`src/rtl/osc_sync_pkg.sv`:
```
`timescale 1ns/1ps
package osc_sync_pkg;

  localparam int NUM_OSC  = 4;
  localparam int NUM_PAIR = NUM_OSC * (NUM_OSC - 1) / 2;

  typedef struct packed {
    logic clearAcc;
    logic evalEn;
    logic latchMask;
    logic altMode;
  } ctrl_strobe_t;

  // Lower-numbered oscillator of pair index p, pairs enumerated i<j ascending.
  function automatic int pairFirst(input int p);
    int k;
    k = 0;
    for (int i = 0; i < NUM_OSC; i++)
      for (int j = i + 1; j < NUM_OSC; j++) begin
        if (k == p) return i;
        k++;
      end
    return 0;
  endfunction

  function automatic int pairSecond(input int p);
    int k;
    k = 0;
    for (int i = 0; i < NUM_OSC; i++)
      for (int j = i + 1; j < NUM_OSC; j++) begin
        if (k == p) return j;
        k++;
      end
    return 1;
  endfunction

endpackage

```
`src/rtl/osc_sync_ctrl.sv`:
```
`timescale 1ns/1ps
module osc_sync_ctrl
  import osc_sync_pkg::*;
#(
  parameter int SETTLE_CYC = 100,
  parameter int WINDOW_CYC = 100
) (
  input  logic         clk,
  input  logic         rstN,
  input  logic         start,
  input  logic         mode,
  output ctrl_strobe_t strb,
  output logic         busy,
  output logic         done
);
  localparam int MAX_CYC = (SETTLE_CYC > WINDOW_CYC) ? SETTLE_CYC : WINDOW_CYC;
  localparam int CNT_W   = (MAX_CYC > 1) ? $clog2(MAX_CYC) : 1;
  localparam logic [CNT_W-1:0] SETTLE_LAST = CNT_W'(SETTLE_CYC - 1);
  localparam logic [CNT_W-1:0] WINDOW_LAST = CNT_W'(WINDOW_CYC - 1);
  localparam logic [CNT_W-1:0] CNT_ONE     = 1;

  typedef enum logic [2:0] {ST_IDLE, ST_SETTLE, ST_EVAL, ST_LATCH, ST_REPORT} state_t;

  state_t           state;
  logic [CNT_W-1:0] phaseCnt;
  logic             modeQ;

  always_ff @(posedge clk) begin
    if (!rstN) begin
      state    <= ST_IDLE;
      phaseCnt <= '0;
      modeQ    <= 1'b0;
      done     <= 1'b0;
    end else begin
      done <= (state == ST_REPORT);
      case (state)
        ST_IDLE: if (start) begin
          state    <= ST_SETTLE;
          phaseCnt <= '0;
          modeQ    <= mode;
        end
        ST_SETTLE: if (phaseCnt == SETTLE_LAST) begin
          state    <= ST_EVAL;
          phaseCnt <= '0;
        end else begin
          phaseCnt <= phaseCnt + CNT_ONE;
        end
        ST_EVAL: if (phaseCnt == WINDOW_LAST) begin
          state    <= ST_LATCH;
          phaseCnt <= '0;
        end else begin
          phaseCnt <= phaseCnt + CNT_ONE;
        end
        ST_LATCH:  state <= ST_REPORT;
        default:   state <= ST_IDLE;
      endcase
    end
  end

  always_comb begin
    strb.clearAcc  = (state == ST_SETTLE);
    strb.evalEn    = (state == ST_EVAL);
    strb.latchMask = (state == ST_LATCH);
    strb.altMode   = modeQ;
  end

  assign busy = (state != ST_IDLE);

endmodule

```
`src/rtl/osc_pair_detector.sv`:
```
`timescale 1ns/1ps
module osc_pair_detector
  import osc_sync_pkg::*;
#(
  parameter int CNT_W = 7
) (
  input  logic             clk,
  input  logic             rstN,
  input  ctrl_strobe_t     strb,
  input  logic             edgeA,
  input  logic             edgeB,
  output logic [CNT_W-1:0] score
);
  localparam logic [CNT_W:0]   DIFF_ONE = 1;
  localparam logic [CNT_W-1:0] ALT_ONE  = 1;

  typedef enum logic [1:0] {SRC_NONE, SRC_A, SRC_B} src_t;

  logic [CNT_W:0]   diffQ;   // two's complement tally, A up / B down
  logic [CNT_W-1:0] altCnt;
  src_t             lastSrc;
  logic [CNT_W:0]   diffMag;

  always_ff @(posedge clk) begin
    if (!rstN || strb.clearAcc) begin
      diffQ   <= '0;
      altCnt  <= '0;
      lastSrc <= SRC_NONE;
    end else if (strb.evalEn) begin
      if (edgeA && !edgeB)      diffQ <= diffQ + DIFF_ONE;
      else if (edgeB && !edgeA) diffQ <= diffQ - DIFF_ONE;

      if (edgeA && edgeB) begin
        lastSrc <= SRC_NONE;
      end else if (edgeA) begin
        if (lastSrc == SRC_A) altCnt <= altCnt + ALT_ONE;
        lastSrc <= SRC_A;
      end else if (edgeB) begin
        if (lastSrc == SRC_B) altCnt <= altCnt + ALT_ONE;
        lastSrc <= SRC_B;
      end
    end
  end

  always_comb begin
    diffMag = diffQ[CNT_W] ? ('0 - diffQ) : diffQ;
    score   = strb.altMode ? altCnt : diffMag[CNT_W-1:0];
  end

endmodule

```
`src/rtl/osc_sync_datapath.sv`:
```
`timescale 1ns/1ps
module osc_sync_datapath
  import osc_sync_pkg::*;
#(
  parameter int CNT_W  = 7,
  parameter int THRESH = 6
) (
  input  logic                clk,
  input  logic                rstN,
  input  ctrl_strobe_t        strb,
  input  logic [NUM_OSC-1:0]  osc,
  output logic [NUM_PAIR-1:0] syncMask
);
  localparam logic [CNT_W:0] THRESH_W = (CNT_W+1)'(THRESH);

  logic [NUM_OSC-1:0]  oscQ;
  logic [NUM_OSC-1:0]  oscPrev;
  logic [NUM_OSC-1:0]  riseEdge;
  logic [NUM_PAIR-1:0] pairHit;

  always_ff @(posedge clk) begin
    if (!rstN) begin
      oscQ    <= '0;
      oscPrev <= '0;
    end else begin
      oscQ    <= osc;
      oscPrev <= oscQ;
    end
  end

  assign riseEdge = oscQ & ~oscPrev;

  for (genvar p = 0; p < NUM_PAIR; p++) begin : g_pair
    localparam int IDX_A = pairFirst(p);
    localparam int IDX_B = pairSecond(p);
    logic [CNT_W-1:0] pairScore;

    osc_pair_detector #(.CNT_W(CNT_W)) u_det (
      .clk   (clk),
      .rstN  (rstN),
      .strb  (strb),
      .edgeA (riseEdge[IDX_A]),
      .edgeB (riseEdge[IDX_B]),
      .score (pairScore)
    );

    assign pairHit[p] = ({1'b0, pairScore} < THRESH_W);
  end

  always_ff @(posedge clk) begin
    if (!rstN)               syncMask <= '0;
    else if (strb.latchMask) syncMask <= pairHit;
  end

endmodule

```
`src/rtl/osc_sync_readout.sv`:
```
`timescale 1ns/1ps
module osc_sync_readout
  import osc_sync_pkg::*;
#(
  parameter int SETTLE_CYC  = 100,
  parameter int WINDOW_CYC  = 100,
  parameter int CYC_PER_US  = 200,
  parameter int RATE_PER_US = 12
) (
  input  logic       clk,
  input  logic       rstN,
  input  logic       start,
  input  logic       mode,
  input  logic [3:0] osc,
  output logic [5:0] syncMask,
  output logic       done,
  output logic       busy
);
  localparam int CNT_W  = $clog2(WINDOW_CYC + 1);
  localparam int THRESH = (WINDOW_CYC * RATE_PER_US) / CYC_PER_US;

  ctrl_strobe_t strb;

  osc_sync_ctrl #(.SETTLE_CYC(SETTLE_CYC), .WINDOW_CYC(WINDOW_CYC)) u_ctrl (
    .clk   (clk),
    .rstN  (rstN),
    .start (start),
    .mode  (mode),
    .strb  (strb),
    .busy  (busy),
    .done  (done)
  );

  osc_sync_datapath #(.CNT_W(CNT_W), .THRESH(THRESH)) u_dp (
    .clk      (clk),
    .rstN     (rstN),
    .strb     (strb),
    .osc      (osc),
    .syncMask (syncMask)
  );

endmodule

```
`config.mk`:
```
export PLATFORM = sky130hd
export DESIGN_NAME = osc_sync_readout
export DESIGN_NICKNAME = d
export VERILOG_FILES = /design/src/rtl/osc_sync_pkg.sv /design/src/rtl/osc_sync_ctrl.sv /design/src/rtl/osc_pair_detector.sv /design/src/rtl/osc_sync_datapath.sv /design/src/rtl/osc_sync_readout.sv
export SDC_FILE = /design/constraint.sdc
export NUM_CORES = 1
export LEC_CHECK = 0
export ABC_AREA = 1
export BUFFER_PORTS_ARGS = -buffer_cell sky130_fd_sc_hd__buf_2
export CAP_MARGIN = 20
export CORE_ASPECT_RATIO = 1.25
export CORE_MARGIN = 5
export CORE_UTILIZATION = 40
export CTS_BUF_LIST = sky130_fd_sc_hd__clkbuf_4 sky130_fd_sc_hd__clkbuf_8 sky130_fd_sc_hd__clkbuf_16
export CTS_CLUSTER_SIZE = 30
export DETAILED_ROUTE_END_ITERATION = 8
export MAX_ROUTING_LAYER = met4
export SYNTH_ARGS = -nofsm -noshare
export SYNTH_HDL_FRONTEND = slang
export SYNTH_HIERARCHICAL = 1
export SYNTH_SLANG_ARGS = --single-unit
```
`constraint.sdc`:
```
create_clock -name clk -period 3.54 [get_ports clk]
set_input_delay 0.354 -clock clk [delete_from_list [all_inputs] [get_ports clk]]
set_output_delay 0.354 -clock clk [all_outputs]
set_load 0.1 [all_outputs]
```
## After elaboration in Yosys (flattened, before gate mapping)

Cells that the tools add are included.

- Input port bits: 8
- Flip-flop bits (word level): 128
- Output and inout port bits: 8
- Word-level logic and storage cells: 233

- Equality and inequality tests: 26
- $lt $le $gt $ge: 6
- Mux-type cells: 70
- Reduce and logical (&&, ||, !) cells: 73
- Add/subtract/negate cells: 25
- Bitwise gates (word level): 8

Operator list:

| cell | number |
|---|---|
| 7-bit 2-to-1 mux | 38 |
| 8-bit 2-to-1 mux | 12 |
| 7-bit by 1-bit adder with 7-bit output, second input constant | 7 |
| 8-bit by 1-bit adder with 8-bit output, second input constant | 6 |
| 8-bit by 1-bit subtractor with 8-bit output, second input constant | 6 |
| 7-bit by 3-bit < comparator with 1-bit output, second input constant | 6 |
| 1-bit by 7-bit subtractor with 7-bit output, first input constant | 6 |
| 2-bit nonzero test | 19 |
| 2-bit 2-to-1 mux | 15 |
| 5-bit AND reduction | 6 |
| 2-bit AND reduction | 14 |
| 3-bit nonzero test | 7 |
| 1-bit logical AND | 18 |
| 2-bit inequality test, second input constant | 8 |
| 7-bit case mux with 2 select lines | 1 |
| 2-bit by 1-bit == test with 1-bit output, second input constant | 6 |
| 2-bit == test, second input constant | 6 |
| 3-bit case mux with 4 select lines | 1 |
| 3-bit 2-to-1 mux | 3 |
| 7-bit == test, second input constant | 1 |
| 3-bit by 2-bit == test with 1-bit output, second input constant | 2 |
| 1-bit NOT | 6 |
| 1-bit zero test | 5 |
| 4-bit AND | 1 |
| 8 further kinds | 8 |

## Longest topological paths before layout

- Word-level depth: 6
- Depth in mapped cells: 14
- Depth with buffers taken out: 14

## By module

Netlist, hierarchy kept.

By module, submodules not included:

| module | times used | area an instance (sq um) | cells an instance | sequential area each (sq um) |
|---|---|---|---|---|
| osc_pair_detector (u_dp.g_pair[0].u_det ...) | 5 | 1383.8 | 219 | 340.3 |
| osc_pair_detector (u_dp.g_pair[4].u_det) | 1 | 1380.1 | 216 | 340.3 |
| osc_sync_ctrl | 1 | 651.9 | 92 | 240.2 |
| osc_sync_datapath | 1 | 565.5 | 76 | 280.3 |

## Least setup slack after synthesis

Ideal clock, no wire load.

- Path kind: reg2reg
- Start point: register u_dp.oscQ[0]
- End point: register u_dp.g_pair[0].u_det.diffQ[7]
- Setup time: 0.109 ns
- Path slack: 1.042 ns
- Data arrival time: 2.389 ns
- Data required time: 3.431 ns
- Period minus slack after synthesis: 2.498 ns
- Buffers on the path: 0
- Cell stages (with the launch flop): 13
- Cells stage by stage: dfxtp_1 inv_1 nor2_1 ha_1 inv_1 ha_1 or2_1 nand3_1 nand2_1 nand2_1 nand3_1 nand2_1 inv_1

- Longest elaborated chain between the ends: 5
- Elaborated cells between the ends (all ways): 7
- Classes of those cells: mux (1); bitwise (1); reduce/logical (5)

RTL lines:

| what | RTL line | text |
|---|---|---|
| start, declared | osc_sync_datapath.sv:16 | `logic [NUM_OSC-1:0] oscQ;` |
| start signal, assigned | osc_sync_datapath.sv:26 | `oscQ <= osc;` |
| 4-bit AND * | osc_sync_datapath.sv:31 | `assign riseEdge = oscQ & ~oscPrev;` |
| named net u_dp.riseEdge[0] | osc_sync_datapath.sv:18 | `logic [NUM_OSC-1:0] riseEdge;` |
| 1-bit zero test | osc_pair_detector.sv:31 | `else if (edgeB && !edgeA) diffQ <= diffQ - DIFF_ONE;` |
| 1-bit logical AND | osc_pair_detector.sv:31 |  |
| 2-bit nonzero test (no source line) | - |  |
| 2-bit AND reduction (no source line) | - |  |
| end signal, assigned | osc_pair_detector.sv:30 | `if (edgeA && !edgeB) diffQ <= diffQ + DIFF_ONE;` |
| end signal, assigned | osc_pair_detector.sv:31 |  |
| end, declared | osc_pair_detector.sv:19 | `logic [CNT_W:0] diffQ;` |

Mark *: on every way through the listed nets, which the timed path passes. The rest lies on a longest branch.
A chain may end at the register's enable or synchronous reset.

## Final worst setup path

- Start point: register u_dp.oscQ[3]
- End point: register u_dp.g_pair[4].u_det.diffQ[5]

- Longest elaborated chain between the ends: 5
- Elaborated cells between the ends (all ways): 7
- Classes of those cells: mux (1); bitwise (1); reduce/logical (5)

RTL lines:

| what | RTL line |
|---|---|
| 4-bit AND * | osc_sync_datapath.sv:31 |
| named net u_dp.riseEdge[3] | osc_sync_datapath.sv:18 |
| 1-bit zero test | osc_pair_detector.sv:30 |
| 1-bit logical AND | osc_pair_detector.sv:30 |
| 2-bit nonzero test (no source line) | - |
| 2-bit AND reduction (no source line) | - |
| end signal, assigned | osc_pair_detector.sv:30 |
| end signal, assigned | osc_pair_detector.sv:31 |
| end, declared | osc_pair_detector.sv:19 |

Marked as above.

==> metrics <==
status completed; # IOs 16; Post-CTS Setup Repair Bufs 0; Initial Util 40.29%; Peak VDD IR 268.1 uV; Cells after Synth 1467; initial antenna violation count 0; routability cong. ~0.84; Avg Cell Area, Syn 6.451 sq um; placed cells approximately 1800; RSZ-0062 raised after global routing false; Final Total Pwr approximately 3600 uW; # clock sinks 128; Die Footprint 26860 sq um; Critical Path Max Stage Delay 0.33 ns; Pleak ~0.0051 uW; I/O Buffers 15; hpwl dp 15860 um; period utilisation layout 68.01%; Worst-path clk slew 0.06 ns; FF/Latch Area 2562 sq um; CP Class register to register; commonest non-fill, non-tap cell in the layout nand2_1; # setup viols final 0; Synth Cell Area roughly 9500 sq um; routed via count 8876; CP max stage cell nor2_1; Max Cap Violations 0; H-Tree Depth 4; CTS buffer count 17; Final Instance Area 10490 sq um; DRC errors left 0; fillers 2494; root buffer cell clkbuf_16; global-route usage over all layers 16.58%; dpl ws 1.085 ns; layout cells sized above 1 7.841%; Horiz. Die Dim 147.6 um; Max-slew headroom 59.93%; worst skew pair latency 0.42 ns; Hold Fails Final Rpt 0; drt first pass iters 5; Crit. End Element register; CTS tree built; Ant. Diodes 0; vias in the first global route 8453; most frequent cells in the layout nand2_1 (393), inv_1 (263), nand3_1 (134); first-pass GRT wire length ~37000 um; row cnt between 60 and 70; most frequent CP cell inv_1; Die H roughly 180 um; Multi-input gate area 5778 sq um; TNS Setup 0 ns; CP arrival 2.73 ns; PwrDens 342.5 nW/um^2; Slew @ Worst Pin 0.6004 ns; CTS max path bufs 2; syn nets roughly 1500; Required @ worst endpoint 3.86 ns; Placement Cell Area 9881 sq um; largest net degree at the start of global routing 38; cts repair resizes 0; initial drt markers 349; min Tclk post-route 2.407 ns; Final ANT Viol Nets 0; Total Wirelength 20890 um; Core Region 23490 sq um; final worst slack 1.133 ns; global route overflow 0; via density per instance 4.939; hold bufs inserted after CTS 0; Worst Setup Start Kind register; WL/cell roughly 12 um; Non-Filler Instances between 1500 and 2000; YS warnings 6; Final Max Tran Viols 0; Fmax ~0.42 GHz; Cell Chain, Critical Path inv_1, nor2_1, inv_1, ha_1, inv_1, ha_1, or2_2, nand3b_1, nand2_1, nand2_1, nand3_1, nand2_1, inv_1; clk_skew 0.01145 ns; nets 1574; area delta synth->final 10.80%; HP Class primary input to register; Max FO, Critical Path 8
==> per-stage QoR <==
| stage | hold slack (ns) | util, % |
|---|---|---|
| floorplan | 0.4071 | - |
| global placement | 0.4119 | 42.06 |
| detailed placement | 0.4200 | 42.06 |
| CTS | 0.1024 | 44.64 |
| global route | 0.1150 | 44.64 |
| finish | 0.1181 | 44.64 |
==> registers in the layout (all words and copies together) (netlist names) <==
signal                     cells
u_dp/g_pair.u_det/diffQ       48
u_dp/g_pair.u_det/altCnt      42
u_dp/g_pair.u_det/lastSrc     12
u_ctrl/phaseCnt                7
u_dp/syncMask                  6
u_dp/oscPrev                   4
u_dp/oscQ                      4
u_ctrl/state                   3
u_ctrl/done                    1
u_ctrl/modeQ                   1
==> area by class of cell <==
cell class / instances / share of cell area, %
multi-input combinational: 1046 / 55.10
sequential: 128 / 24.44
inverter: 277 / 9.915
clock buffer: 26 / 5.059
tap: 292 / 3.484
timing repair buffer: 23 / 1.289
clock inverter: 5 / 0.7159
==> routing by layer <==
layer / vias to the layer above / GRT usage [%] / wire (um)
met5: - / - / 0
met4: 0 / 4.700 / 278
met2: 69 / 29.81 / 10520
met3: 24 / 2.746 / 441
met1: 4054 / 18.93 / 9649
li1: 4729 / - / -
==> critical path, delay by kind of cell, from the launching register on <==
family,cells,cell delay [ns]
adders and majority gates,2,0.55
buffers and inverters,4,0.43
DFF,1,0.32
and+or+nand+nor,7,1.01
==> worst paths after layout <==
kind                                 from  depth (start not counted)                                          to  slack, ns
hold / removal                     osc[1]                          3                     u_dp/oscQ[1]$_SDFF_PN0_       0.12
setup reg to reg  u_dp/oscQ[3]$_SDFF_PN0_                         13  u_dp/g_pair[4].u_det/diffQ[5]$_SDFFE_PP0P_       1.13
setup / recovery  u_dp/oscQ[3]$_SDFF_PN0_                         13  u_dp/g_pair[4].u_det/diffQ[5]$_SDFFE_PP0P_       1.13
hold reg to reg   u_dp/oscQ[3]$_SDFF_PN0_                          2                  u_dp/oscPrev[3]$_SDFF_PN0_       0.43
==> where the power goes <==
group	internal, uW	switching (uW)
Combinational	98.9	244
Clock	1170	627
Sequential	1450	6.83
Note: power is estimated with default switching activity, not from simulation.
